### config.mk
export PLATFORM = sky130hd
export DESIGN_NAME = nand_parity_engine
export DESIGN_NICKNAME = d
export VERILOG_FILES = /design/src/rtl/nand_ecc_pkg.sv /design/src/rtl/nand_ecc_cfg.sv /design/src/rtl/nand_ecc_fold.sv /design/src/rtl/nand_ecc_accum.sv /design/src/rtl/nand_parity_engine.sv
export SDC_FILE = /design/constraint.sdc
export NUM_CORES = 1
export LEC_CHECK = 0
export BUFFER_PORTS_ARGS = -buffer_cell sky130_fd_sc_hd__buf_4
export CELL_PAD_IN_SITES_DETAIL_PLACEMENT = 1
export CELL_PAD_IN_SITES_GLOBAL_PLACEMENT = 2
export CORE_MARGIN = 8
export CORE_UTILIZATION = 34
export CTS_BUF_LIST = sky130_fd_sc_hd__clkbuf_4 sky130_fd_sc_hd__clkbuf_8
export DETAILED_ROUTE_END_ITERATION = 6
export GPL_ROUTABILITY_DRIVEN = 0
export PLACE_DENSITY_LB_ADDON = 0.1
export SLEW_MARGIN = 0
export SYNTH_ARGS = -nofsm -noshare
export SYNTH_HDL_FRONTEND = slang
export SYNTH_SLANG_ARGS = --single-unit
### constraint.sdc
create_clock -name clk -period 4.1 [get_ports clk]
set_input_delay 0.41 -clock clk [delete_from_list [all_inputs] [get_ports clk]]
set_output_delay 0.41 -clock clk [all_outputs]
set_load 0.05 [all_outputs]
### src/rtl/nand_ecc_pkg.sv
package nand_ecc_pkg;

    localparam int COL_BITS  = 3;
    localparam int SEL_W     = 3;
    localparam int MAX_ROW_W = 13;
    localparam int LANE_MAX  = 2;

    typedef struct packed {
        logic             wide;
        logic [SEL_W-1:0] sel;
        logic             enable;
    } ecc_cfg_t;

    typedef struct packed {
        logic [15:0] ones;
        logic [15:0] zeros;
    } ecc_pair_t;

    function automatic ecc_cfg_t decode_cfg(logic [31:0] word);
        ecc_cfg_t c;
        c.enable = word[0];
        c.sel    = word[3:1];
        c.wide   = word[7];
        return c;
    endfunction

    function automatic ecc_pair_t fold_byte(logic [7:0] d, logic [MAX_ROW_W-1:0] idx);
        ecc_pair_t r;
        logic      p;
        r = '0;
        p = ^d;
        for (int b = 0; b < 8; b++) begin
            for (int k = 0; k < COL_BITS; k++) begin
                if (b[k]) r.ones[k]  = r.ones[k]  ^ d[b];
                else      r.zeros[k] = r.zeros[k] ^ d[b];
            end
        end
        for (int k = 0; k < MAX_ROW_W; k++) begin
            if (idx[k]) r.ones[k+COL_BITS]  = r.ones[k+COL_BITS]  ^ p;
            else        r.zeros[k+COL_BITS] = r.zeros[k+COL_BITS] ^ p;
        end
        return r;
    endfunction

    function automatic ecc_pair_t pair_xor(ecc_pair_t a, ecc_pair_t b);
        ecc_pair_t r;
        r.ones  = a.ones ^ b.ones;
        r.zeros = a.zeros ^ b.zeros;
        return r;
    endfunction

endpackage

### src/rtl/nand_ecc_cfg.sv
module nand_ecc_cfg
    import nand_ecc_pkg::*;
(
    input  logic        clk,
    input  logic        rst,
    input  logic        we,
    input  logic [31:0] wdata,
    output ecc_cfg_t    cfg
);

    ecc_cfg_t cfg_q;

    always_ff @(posedge clk) begin
        if (rst)     cfg_q <= '0;
        else if (we) cfg_q <= decode_cfg(wdata);
    end

    assign cfg = cfg_q;

    p_cfg_hold_r2: assert property (@(posedge clk) disable iff (rst)
        !we |=> $stable(cfg_q));

    p_cfg_fields_r2: assert property (@(posedge clk) disable iff (rst)
        we |=> (cfg_q.enable == $past(wdata[0])) && (cfg_q.wide == $past(wdata[7])));

endmodule

### src/rtl/nand_ecc_fold.sv
module nand_ecc_fold
    import nand_ecc_pkg::*;
#(
    parameter int ROW_W = 9
) (
    input  logic [15:0]      data,
    input  logic             wide,
    input  logic [ROW_W-1:0] base,
    output ecc_pair_t        contrib
);

    localparam int PAD_W = MAX_ROW_W - ROW_W;

    ecc_pair_t lane_c [LANE_MAX];

    for (genvar ln = 0; ln < LANE_MAX; ln++) begin : g_lane
        logic [ROW_W-1:0] lane_idx;
        logic             lane_on;
        assign lane_idx = base + ROW_W'(ln);
        assign lane_on  = (ln == 0) || wide;
        always_comb begin
            if (lane_on) lane_c[ln] = fold_byte(data[8*ln +: 8], {{PAD_W{1'b0}}, lane_idx});
            else         lane_c[ln] = '0;
        end
    end

    always_comb begin
        contrib = '0;
        for (int ln = 0; ln < LANE_MAX; ln++) contrib = pair_xor(contrib, lane_c[ln]);
    end

endmodule

### src/rtl/nand_ecc_accum.sv
module nand_ecc_accum
    import nand_ecc_pkg::*;
#(
    parameter int CHUNK_BYTES = 512
) (
    input  logic             clk,
    input  logic             rst,
    input  logic             clr,
    input  logic             beat_valid,
    input  logic [SEL_W-1:0] beat_cs,
    input  logic [15:0]      beat_data,
    input  ecc_cfg_t         cfg,
    output ecc_pair_t        acc,
    output logic             done
);

    localparam int ROW_W  = $clog2(CHUNK_BYTES);
    localparam int HALF_W = COL_BITS + ROW_W;
    localparam int CNT_W  = ROW_W + 1;
    localparam logic [15:0] HALF_MASK = 16'((32'd1 << HALF_W) - 1);
    localparam logic [CNT_W-1:0] CHUNK_C = CNT_W'(CHUNK_BYTES);

    ecc_pair_t        acc_q;
    logic [CNT_W-1:0] count_q;
    logic             done_q;
    ecc_pair_t        contrib;
    logic             hit;
    logic [CNT_W-1:0] step;
    logic [CNT_W-1:0] next_count;

    nand_ecc_fold #(.ROW_W(ROW_W)) u_fold (
        .data    (beat_data),
        .wide    (cfg.wide),
        .base    (count_q[ROW_W-1:0]),
        .contrib (contrib)
    );

    assign hit        = beat_valid && cfg.enable && (beat_cs == cfg.sel) && !done_q;
    assign step       = cfg.wide ? CNT_W'(2) : CNT_W'(1);
    assign next_count = count_q + step;

    always_ff @(posedge clk) begin
        if (rst || clr) begin
            acc_q   <= '0;
            count_q <= '0;
            done_q  <= 1'b0;
        end else if (hit) begin
            acc_q.ones  <= acc_q.ones  ^ (contrib.ones  & HALF_MASK);
            acc_q.zeros <= acc_q.zeros ^ (contrib.zeros & HALF_MASK);
            count_q     <= next_count;
            if (next_count >= CHUNK_C) done_q <= 1'b1;
        end
    end

    assign acc  = acc_q;
    assign done = done_q;

    p_frozen_done_r9: assert property (@(posedge clk) disable iff (rst)
        done_q && !clr |=> $stable(acc_q) && done_q);

    p_count_bound_r9: assert property (@(posedge clk) disable iff (rst)
        count_q <= CHUNK_C);

    p_foreign_cs_r6: assert property (@(posedge clk) disable iff (rst)
        beat_valid && (beat_cs != cfg.sel) && !clr |=> $stable(acc_q) && $stable(count_q));

    p_disabled_r7: assert property (@(posedge clk) disable iff (rst)
        !cfg.enable && !clr |=> $stable(acc_q) && $stable(count_q));

    p_clear_r10: assert property (@(posedge clk) disable iff (rst)
        clr |=> (acc_q == '0) && (count_q == '0) && !done_q);

endmodule

### src/rtl/nand_parity_engine.sv
module nand_parity_engine
    import nand_ecc_pkg::*;
#(
    parameter int CHUNK_BYTES = 512
) (
    input  logic        clk,
    input  logic        rst,
    input  logic        cfg_we,
    input  logic [31:0] cfg_wdata,
    input  logic        clr,
    input  logic        bus_valid,
    input  logic [2:0]  bus_cs,
    input  logic [15:0] bus_data,
    output logic [31:0] result,
    output logic        done
);

    localparam int HALF_W   = COL_BITS + $clog2(CHUNK_BYTES);
    localparam int HI_LSB   = 16;

    ecc_cfg_t  cfg;
    ecc_pair_t acc;

    nand_ecc_cfg u_cfg (
        .clk   (clk),
        .rst   (rst),
        .we    (cfg_we),
        .wdata (cfg_wdata),
        .cfg   (cfg)
    );

    nand_ecc_accum #(.CHUNK_BYTES(CHUNK_BYTES)) u_accum (
        .clk        (clk),
        .rst        (rst),
        .clr        (clr),
        .beat_valid (bus_valid),
        .beat_cs    (bus_cs),
        .beat_data  (bus_data),
        .cfg        (cfg),
        .acc        (acc),
        .done       (done)
    );

    always_comb begin
        result = '0;
        result[HALF_W-1:0]               = acc.zeros[HALF_W-1:0];
        result[HI_LSB+HALF_W-1:HI_LSB]   = acc.ones[HALF_W-1:0];
    end

    initial begin
        p_half_fits_r3: assert (HALF_W <= HI_LSB);
    end

    p_reset_idle_r1: assert property (@(posedge clk)
        rst |=> (result == '0) && !done);

endmodule

==> metrics.txt, run 1 <==
run status=finished clean; Die Span Y=119 µm; commonest non-fill, non-tap cell in the layout=buf_4; CTS Buf Count=5; Detail Placement HPWL=7.46 mm; Reg power frac=0.350; Slew Limit Fails=0; DR vias=3,579; Final Hold Vio Count=0; largest net degree at the start of global routing=55; Pre-antenna DRT Iters=4; CTS Sinks=40; max-cap violation count=0; YS warnings=0; TritonCTS clock tree=done; Critical Path Stages=9; io pins=89; Post-Syn Area=0.00360 mm²; post-route insts no fill=632; FF-to-FF End=u_accum.count_q[8]; CP arrival=2790 ps; Die W=119 µm; Rel. slew slack=0.317; multi-input logic area=0.00258 mm²; Setup violations, final=0; Final Cycle Share=0.638; initial drt markers=208; CP Launch Type=flop; port bufs=53; setup repair bufs after CTS=0; clock network power share=0.310; Distinct cells, synth=51; Post-Syn Instances=468; min-delay worst type=in -> reg; Die ar.=0.0141 mm²; crit path time final=2610 ps; Reg2Reg Depth=9; Net Switching=434 µW; Clock Pin Slew Worst Setup and Hold Paths=90 ps; wire per inst=17.4 µm; Switching Share=0.386; syn avg cell area=7.69 µm²; sequential share of the synthesized area=0.222; fraction of layout cells with a size suffix above 1=0.177; antenna fix cells=0; CP max FO=22; critical path startpoint=u_cfg.cfg[4]; crit end category=flop; post-synthesis sequential element count=40; Setup TNS Final=0 ps; PD cells=272 mW/mm²; VDD IR max=0.173 mV; number of global-route vias before repair=3,785; f_max=383 MHz; Setup Skew=5.10 ps; register area=801 µm²; commonest non-fill, non-tap cells in the layout=buf_4 (63), nor2_1 (58), dfxtp_1 (40); Worst-Margin Slew=1020 ps; drc violations=0; CTS Buffer Depth=2; WL final=11.0 mm; CP top delay family=buffers and inverters; Crit Path Category=reg -> reg; row cnt=37; slowest CP cell=or3_1; number of hold buffers added after cts=0; CP Capture Point=u_accum.count_q[8]; fin nets=555; htree depth=2; Internal=692 µW; initial antenna violation count=0; CORE AREA=0.0103 mm²; buffer and inverter count on the worst path=3; area delta synth->final=15.1%; Root Buffer Master=clkbuf_8; CP Cell Sequence=buf_4 > inv_1 > ha_1 > inv_1 > fa_1 > or3_1 > nor2_1 > xnor2_1 > nor2_1; CTS resizes=0; Reg-to-Reg Start=u_cfg.cfg[4]; data required time of the critical path=4280 ps; logic gate share of total power=0.340; Initial Utilization=0.349; LEAKAGE=1.49 nW; unrepaired setup endpoints after global routing=no; Placed Cells=624; Clk Latency, worst-skew pair=300 ps; drt via density=5.66; Critical Path Max Stage Delay=450 ps; post-route ant nets=0; first-pass GRT wire length=18.7 mm; Reg2Reg Setup Slack=1490 ps; fill count=1,291; grt ovf=0; gr usage total=0.156
## power by group through the flow
| stage | Sequential (mW) | Combinational, mW | Clock, mW |
|---|---|---|---|
| CTS | 0.395 | 0.384 | 0.360 |
| floorplan | 0.406 | 0.289 | 0 |
| global placement | 0.404 | 0.378 | 0 |
| finish | 0.395 | 0.383 | 0.349 |
| global route | 0.395 | 0.412 | 0.370 |
| detailed placement | 0.404 | 0.385 | 0 |
## final cells by class
class	instances	share of cell area
clock inverter	2	0.00845
tap	136	0.0411
inverter	3	0.00272
timing repair buffer	63	0.114
clock buffer	6	0.0184
multi-input combinational	382	0.622
sequential	40	0.193
## cells by family after synthesis
logic type               Yosys count  synth area share
AND/OR/NAND/NOR                  233             0.372
AO/OA/AOI/OAI                     67             0.119
XOR/XNOR                          54             0.150
buffers and inverters             53            0.0740
flip-flops                        40             0.222
multiplexers                      16            0.0459
adder cells (fa/ha/maj)            4            0.0160
other                              1           0.00104
## flip-flops by register name (all words and copies together), names as in the netlist
signal / flops
u_accum.acc: 24
u_accum.count_q: 10
u_cfg.cfg: 5
u_accum.done: 1
## worst min path at each step
stage / start / slack (ps) / depth (start not counted) / endpoint
2_1_floorplan: u_cfg.cfg[0] / 450 / 2 / u_cfg.cfg[0]
4_1_cts: cfg_wdata[0] / 330 / 3 / u_cfg.cfg[0]
3_5_place_dp: u_cfg.cfg[0] / 490 / 2 / u_cfg.cfg[0]
5_1_grt: rst / 350 / 2 / u_cfg.cfg[2]
3_3_place_gp: u_cfg.cfg[0] / 470 / 2 / u_cfg.cfg[0]
6_report: rst / 340 / 2 / u_cfg.cfg[0]
## Yosys cell counts, drive strengths merged
cell     count  area [µm²]
or3          8        50.1
o211ai       7        52.6
o21a         3        22.5
nand2       26        97.6
nor2        59         221
or4b         7        70.1
nand4b      18         158
o32ai        1        8.76
a21o         2        15.0
conb         1        3.75
o2111a       1        11.3
and3b        1        8.76
nor4        27         169
inv          3        11.3
xor2        14         145
a21oi       18        90.1
ha           3        37.5
and4         1        8.76
dfxtp       40         801
a32o         1        10.0
mux2i       12         120
nor3        10        50.1
o21ai       16        80.1
and3        10        63.8
nor3b        1        7.51
o21bai       4        30.0
nand4       16         115
nand2b       1        6.26
nand3b       8        60.1
xnor2       40         395
o22ai        3        18.8
or4         11        82.6
clkbuf      26        97.6
a311oi       2        17.5
mux2         4        45.0
or2          1        6.26
nor4b        6        52.6
a211oi       7        52.6
o2111ai      1        8.76
fa           1        20.0
buf         24         158
o211a        1        10.0
nand3       22         110
## metal layers
metal  routed length, µm  track usage  vias up
met4                 102       0.0372        0
met3                 359       0.0293        8
met1                5010        0.180     1757
met2                5520        0.289       58
met5                   0            0        -
li1                    -            -     1756
## metrics by stage
step	area (µm²)	hold slack [ps]	power (mW)	setup slack, ps	util
after floorplan	3630	453	0.694	1830	-
after global placement	4030	475	0.782	1420	0.391
after detailed placement	4030	485	0.789	1380	0.391
after CTS	4140	334	1.14	1430	0.401
after global routing	4140	346	1.18	1290	0.401
final	4140	338	1.13	1490	0.401
Power figures use the tool's default switching activity.
==> inputs of run 2 (changes only) <==
Settings changed: ABC_AREA set to 1, CORE_UTILIZATION 34 to 28.
Clock period 4.1 ns to 2.6 ns, I/O delays scaled along.
==> run 2 against run 1 <==
  * Worst hold slack worse by 190 ps
  * Sequential cell count unchanged
  * Non-clock buffer count shrank 3
  * Die area grew 16%
  * Count of clock-buffer cells in the layout is 1 lower
  * Routed wire length fell by 1.0%
  * Core utilization fell by 6.8 points
  * Critical endpoint is now u_accum.acc[24]
  * Largest cell class unchanged
  * Largest power group unchanged
==> metrics.txt, run 2 <==
number of global-route vias before repair=3,923; share of the synthesized area in the top cell type=0.228; EDFF count, synth=0; syn avg cell area=5.93 µm²; drt via density=4.57; Reg power frac=0.389; CP Launch Type=flop; post-synthesis sequential element count=40; post-route insts no fill=816; Die W=128 µm; area delta synth->final=17.8%; initial drt markers=72; drc violations=0; Final Hold Vio Count=0; YS warnings=0; initial antenna violation count=0; LEAKAGE=1.96 nW; Clock Pin Slew Worst Setup and Hold Paths=100 ps; crit path time final=1940 ps; wire per inst=13.3 µm; Synth area leader=dfxtp_1; sequential share of the synthesized area=0.228; Reg-to-Reg Start=u_accum.count_q[2]; Clk Latency, worst-skew pair=320 ps; CTS Buffer Depth=2; CTS Buf Count=5; min-delay worst type=in -> reg; Detail Placement HPWL=8.68 mm; row cnt=41; Reg2Reg Setup Slack=660 ps; port bufs=53; Distinct cells, synth=32; Synth area leaders=dfxtp_1 (23%), nand2_1 (20%), nor2_1 (11%); Net Switching=559 µW; hold slack final=150 ps; htree depth=2; gr usage total=0.140; Die ar.=0.0164 mm²; unrepaired setup endpoints after global routing=no; antenna fix cells=0; data required time of the critical path=2850 ps; Setup violations, final=0; Setup Skew=6.43 ps; FF-to-FF End=u_accum.acc[24]; Pre-antenna DRT Iters=4; most frequent cell after synthesis=nand2_1; CP max FO=11; top post-synthesis cells by count=nand2_1 (189), nor2_1 (101), inv_1 (66); TritonCTS clock tree=done; Post-Syn Area=0.00351 mm²; critical path startpoint=u_accum.count_q[2]; ys async rst share=0; logic gate share of total power=0.253; Rel. slew slack=0.649; Setup TNS Final=0 ps; CP Capture Point=u_accum.acc[24]; post-route ant nets=0; Initial Utilization=0.283; number of flip-flops in the largest register=24; fin nets=703; Switching Share=0.350; VDD IR max=0.177 mV; commonest non-fill, non-tap cell in the layout=nand2_1; Worst-Margin Slew=525 ps; CTS Sinks=40; WL final=10.9 mm; DR vias=3,727; Crit Path Category=reg -> reg; first-pass GRT wire length=18.6 mm; io pins=89; Placed Cells=808; crit end category=flop; largest net degree at the start of global routing=25; Slew Limit Fails=0; Reg2Reg Depth=12; ys flop type=dfxtp_1; Final Cycle Share=0.745; fraction of layout cells with a size suffix above 1=0.188; commonest non-fill, non-tap cells in the layout=nand2_1 (189), nor2_1 (100), inv_1 (66); Post-Syn Instances=593; Die Span Y=128 µm; max-cap violation count=0; run status=finished clean; PD cells=386 mW/mm²; CTS resizes=0; f_max=517 MHz; CORE AREA=0.0124 mm²; setup repair bufs after CTS=0; clock network power share=0.358; Root Buffer Master=clkbuf_8; number of hold buffers added after cts=0; overall power=1.60 mW; grt ovf=0; CP arrival=2190 ps; Internal=1.04 mW
run 2: cell count changes after synthesis, moves of 14 or more:
| cell | previous run | this run |
|---|---|---|
| nor4_1 | 27 | 1 |
| nand3_2 | 0 | 17 |
| nor2_1 | 59 | 101 |
| nand2_2 | 0 | 14 |
| clkbuf_1 | 26 | 2 |
| nand4b_1 | 18 | 0 |
| nand2_1 | 26 | 189 |
| xnor2_1 | 34 | 11 |
| inv_1 | 3 | 66 |
run 2: routing by layer:
metal | global-route usage | wire length (µm) | vias up
li1 | - | - | 1928
met1 | 0.161 | 4920 | 1746
met2 | 0.255 | 5500 | 45
met3 | 0.0308 | 337 | 8
met4 | 0.0329 | 127 | 0
met5 | 0 | 0 | -
run 2: through the flow:
stage                     area [µm²]  setup WS (ps)   util
after detailed placement        4030            653  0.324
after global placement          4030            757  0.324
after CTS                       4140            618  0.334
after floorplan                 3540            829      -
final                           4140            664  0.334
after global routing            4140            472  0.334
run 2: logic make-up after synthesis:
logic type / Yosys count / synth area share
AO/OA/AOI/OAI: 36 / 0.0530
XOR/XNOR: 23 / 0.0573
adder cells (fa/ha/maj): 4 / 0.0164
buffers and inverters: 95 / 0.132
flip-flops: 40 / 0.228
other: 1 / 0.00107
AND/OR/NAND/NOR: 394 / 0.513
run 2: worst max-delay path, stage by stage, from the launching register on:
cell     delay [ps]
dfxtp_1         560
nand2_1         120
nor2_2          260
nand2_1         120
nand2_1          80
nand2_1          80
nor2_1          160
nand3_2         100
nand2_2          80
nand2_1          50
nor2_1           90
nor2_1           50
nor2_1          120
run 2: cell type report:
| class | instances | area, µm² |
|---|---|---|
| Multi-Input combinational cell | 465 | 2280 |
| Fill cell | 1693 | 8270 |
| Tap cell | 172 | 215 |
| Timing Repair Buffer | 60 | 463 |
| Inverter | 71 | 267 |
| Sequential cell | 40 | 801 |
| Clock buffer | 5 | 68.8 |
| Clock inverter | 3 | 46.3 |
run 2: worst min path at each step:
stage	start	endpoint	depth (start not counted)
after floorplan	rst	u_cfg.cfg[0]	1
after global placement	u_accum.acc[2]	u_accum.acc[2]	2
after detailed placement	u_cfg.cfg[0]	u_cfg.cfg[0]	2
after CTS	rst	u_cfg.cfg[2]	2
after global routing	rst	u_cfg.cfg[2]	2
final	rst	u_cfg.cfg[2]	2
run 2: power by group through the flow:
stage,logic (mW),registers (mW),clock network [mW]
floorplan,0.313,0.637,0
global placement,0.401,0.635,0
detailed placement,0.413,0.635,0
CTS,0.414,0.621,0.593
global route,0.456,0.622,0.620
finish,0.404,0.621,0.571
==> inputs of run 3 (changes only) <==
Clock period 2.6 ns to 1.9 ns, I/O delays scaled along.
==> run 3 against run 2 <==
  * Sequential cell count did not move
  * Non-clock buffer count increased by 8
  * Combinational power rose by 40%
  * Worst hold slack worse by 91 ps
  * Clock power increased by 39%
  * Critical path depth fell by 3
  * Count of clock-buffer cells in the layout stayed put
  * Highest routed layer unchanged
  * Maximum frequency up 13%
  * First-iteration DRC count is 9.7% lower
  * Global-route usage rose by 0.11 points
  * Core utilization grew 0.64 points
==> metrics.txt, run 3 (synthesized netlist as in run 2, its figures left out) <==
DR vias=3,748; first-pass GRT wire length=18.7 mm; Final Cycle Share=0.898; largest net degree at the start of global routing=23; CP top delay family=adder cells; commonest non-fill, non-tap cells in the layout=nand2_1 (189), nor2_1 (99), buf_4 (67); fraction of layout cells with a size suffix above 1=0.210; port bufs=53; CTS Sinks=40; drc violations=0; worst setup margin=194 ps; slowest CP cell=fa_1; WL final=10.9 mm; max-cap violation count=0; wire per inst=13.2 µm; post-route ant nets=0; htree depth=2; Clk Latency, worst-skew pair=330 ps; number of global-route vias before repair=4,034; Setup violations, final=0; CP dominant cell by count=inv_1; crit path time final=1710 ps; dpl ws=94.1 ps; Slew Limit Fails=0; fin nets=711; PD cells=524 mW/mm²; Critical Path Max Stage Delay=360 ps; VDD IR max=0.241 mV; Pre-antenna DRT Iters=4; drt via density=4.55; Clock Pin Slew Worst Setup and Hold Paths=100 ps; f_max=586 MHz; crit end category=flop; antenna fix cells=0; TritonCTS clock tree=done; min-delay worst type=in -> reg; CP Launch Type=flop; Final Hold Vio Count=0; initial antenna violation count=0; gr usage total=0.141; hold path startpoint=rst; unrepaired setup endpoints after global routing=yes; Die ar.=0.0164 mm²; CP Cell Sequence=inv_1 > ha_1 > inv_1 > fa_1 > inv_1 > nand4_1 > xor2_1 > nand2_1 > a21oi_1; Crit Path Category=reg -> reg; Detail Placement HPWL=8.68 mm; CP arrival=1980 ps; Die W=128 µm; CP max FO=3; Initial Utilization=0.283; area delta synth->final=20.0%; Reg-to-Reg Start=u_cfg.cfg[4]; initial drt markers=65; CORE AREA=0.0124 mm²; row cnt=41; commonest non-fill, non-tap cell in the layout=nand2_1; buffer and inverter count on the worst path=3; io pins=89; overall power=2.21 mW; critical path startpoint=u_cfg.cfg[4]; grt ovf=0; run status=finished clean; Root Buffer Master=clkbuf_8; CTS Buffer Depth=2; Setup Skew=9.58 ps; data required time of the critical path=2170 ps; Die Span Y=128 µm; CTS Buf Count=5; number of flip-flops in the largest register=24; hold slack final=58.7 ps; LEAKAGE=2.01 nW
run 3: cell type report:
class / instances / area (µm²)
multi-input cells: 465 / 2290
well taps: 172 / 215
fillers: 1700 / 8200
flip-flops and latches: 40 / 810
repair buffers: 68 / 523
inverters: 71 / 267
clock inverters: 3 / 46.3
clock buffers: 5 / 68.8
run 3: power by group:
group          internal, mW  total (mW)  leakage [nW]  switching [mW]
combinational         0.188       0.567          1.63           0.379
sequential            0.844       0.848         0.326         0.00457
clock                 0.397       0.795        0.0548           0.398
run 3: worst paths after layout:
path                              to  slack, ps  cells after the start
setup / recovery  u_accum.count_q[8]        190                      9
setup reg to reg  u_accum.count_q[8]        190                      9
hold / removal          u_cfg.cfg[0]         60                      2
hold reg to reg         u_cfg.cfg[0]        470                      2
run 3: routing by layer:
metal / track usage / vias to the layer above / wire, µm
met4: 0.0462 / 0 / 172
met3: 0.0295 / 10 / 304
li1: - / 1940 / -
met1: 0.152 / 1755 / 4870
met2: 0.266 / 43 / 5510
met5: 0 / - / 0
run 3: what timing repair did:
| action | CTS | global route |
|---|---|---|
| endpoints found under the setup margin | 0 | 13 |
| setup buffers | 0 | 2 |
| hold buffers | 0 | 0 |
| resized for setup | 0 | 9 |
| hold endpoints to repair | 0 | 0 |
run 3: metrics by stage:
stage	util	cell area (µm²)	std cells	setup TNS (ps)
after floorplan	-	3540	600	0
after global placement	0.328	4070	814	0
after detailed placement	0.328	4070	814	0
after CTS	0.337	4190	822	0
after global routing	0.340	4220	824	-6.93
final	0.340	4220	824	0
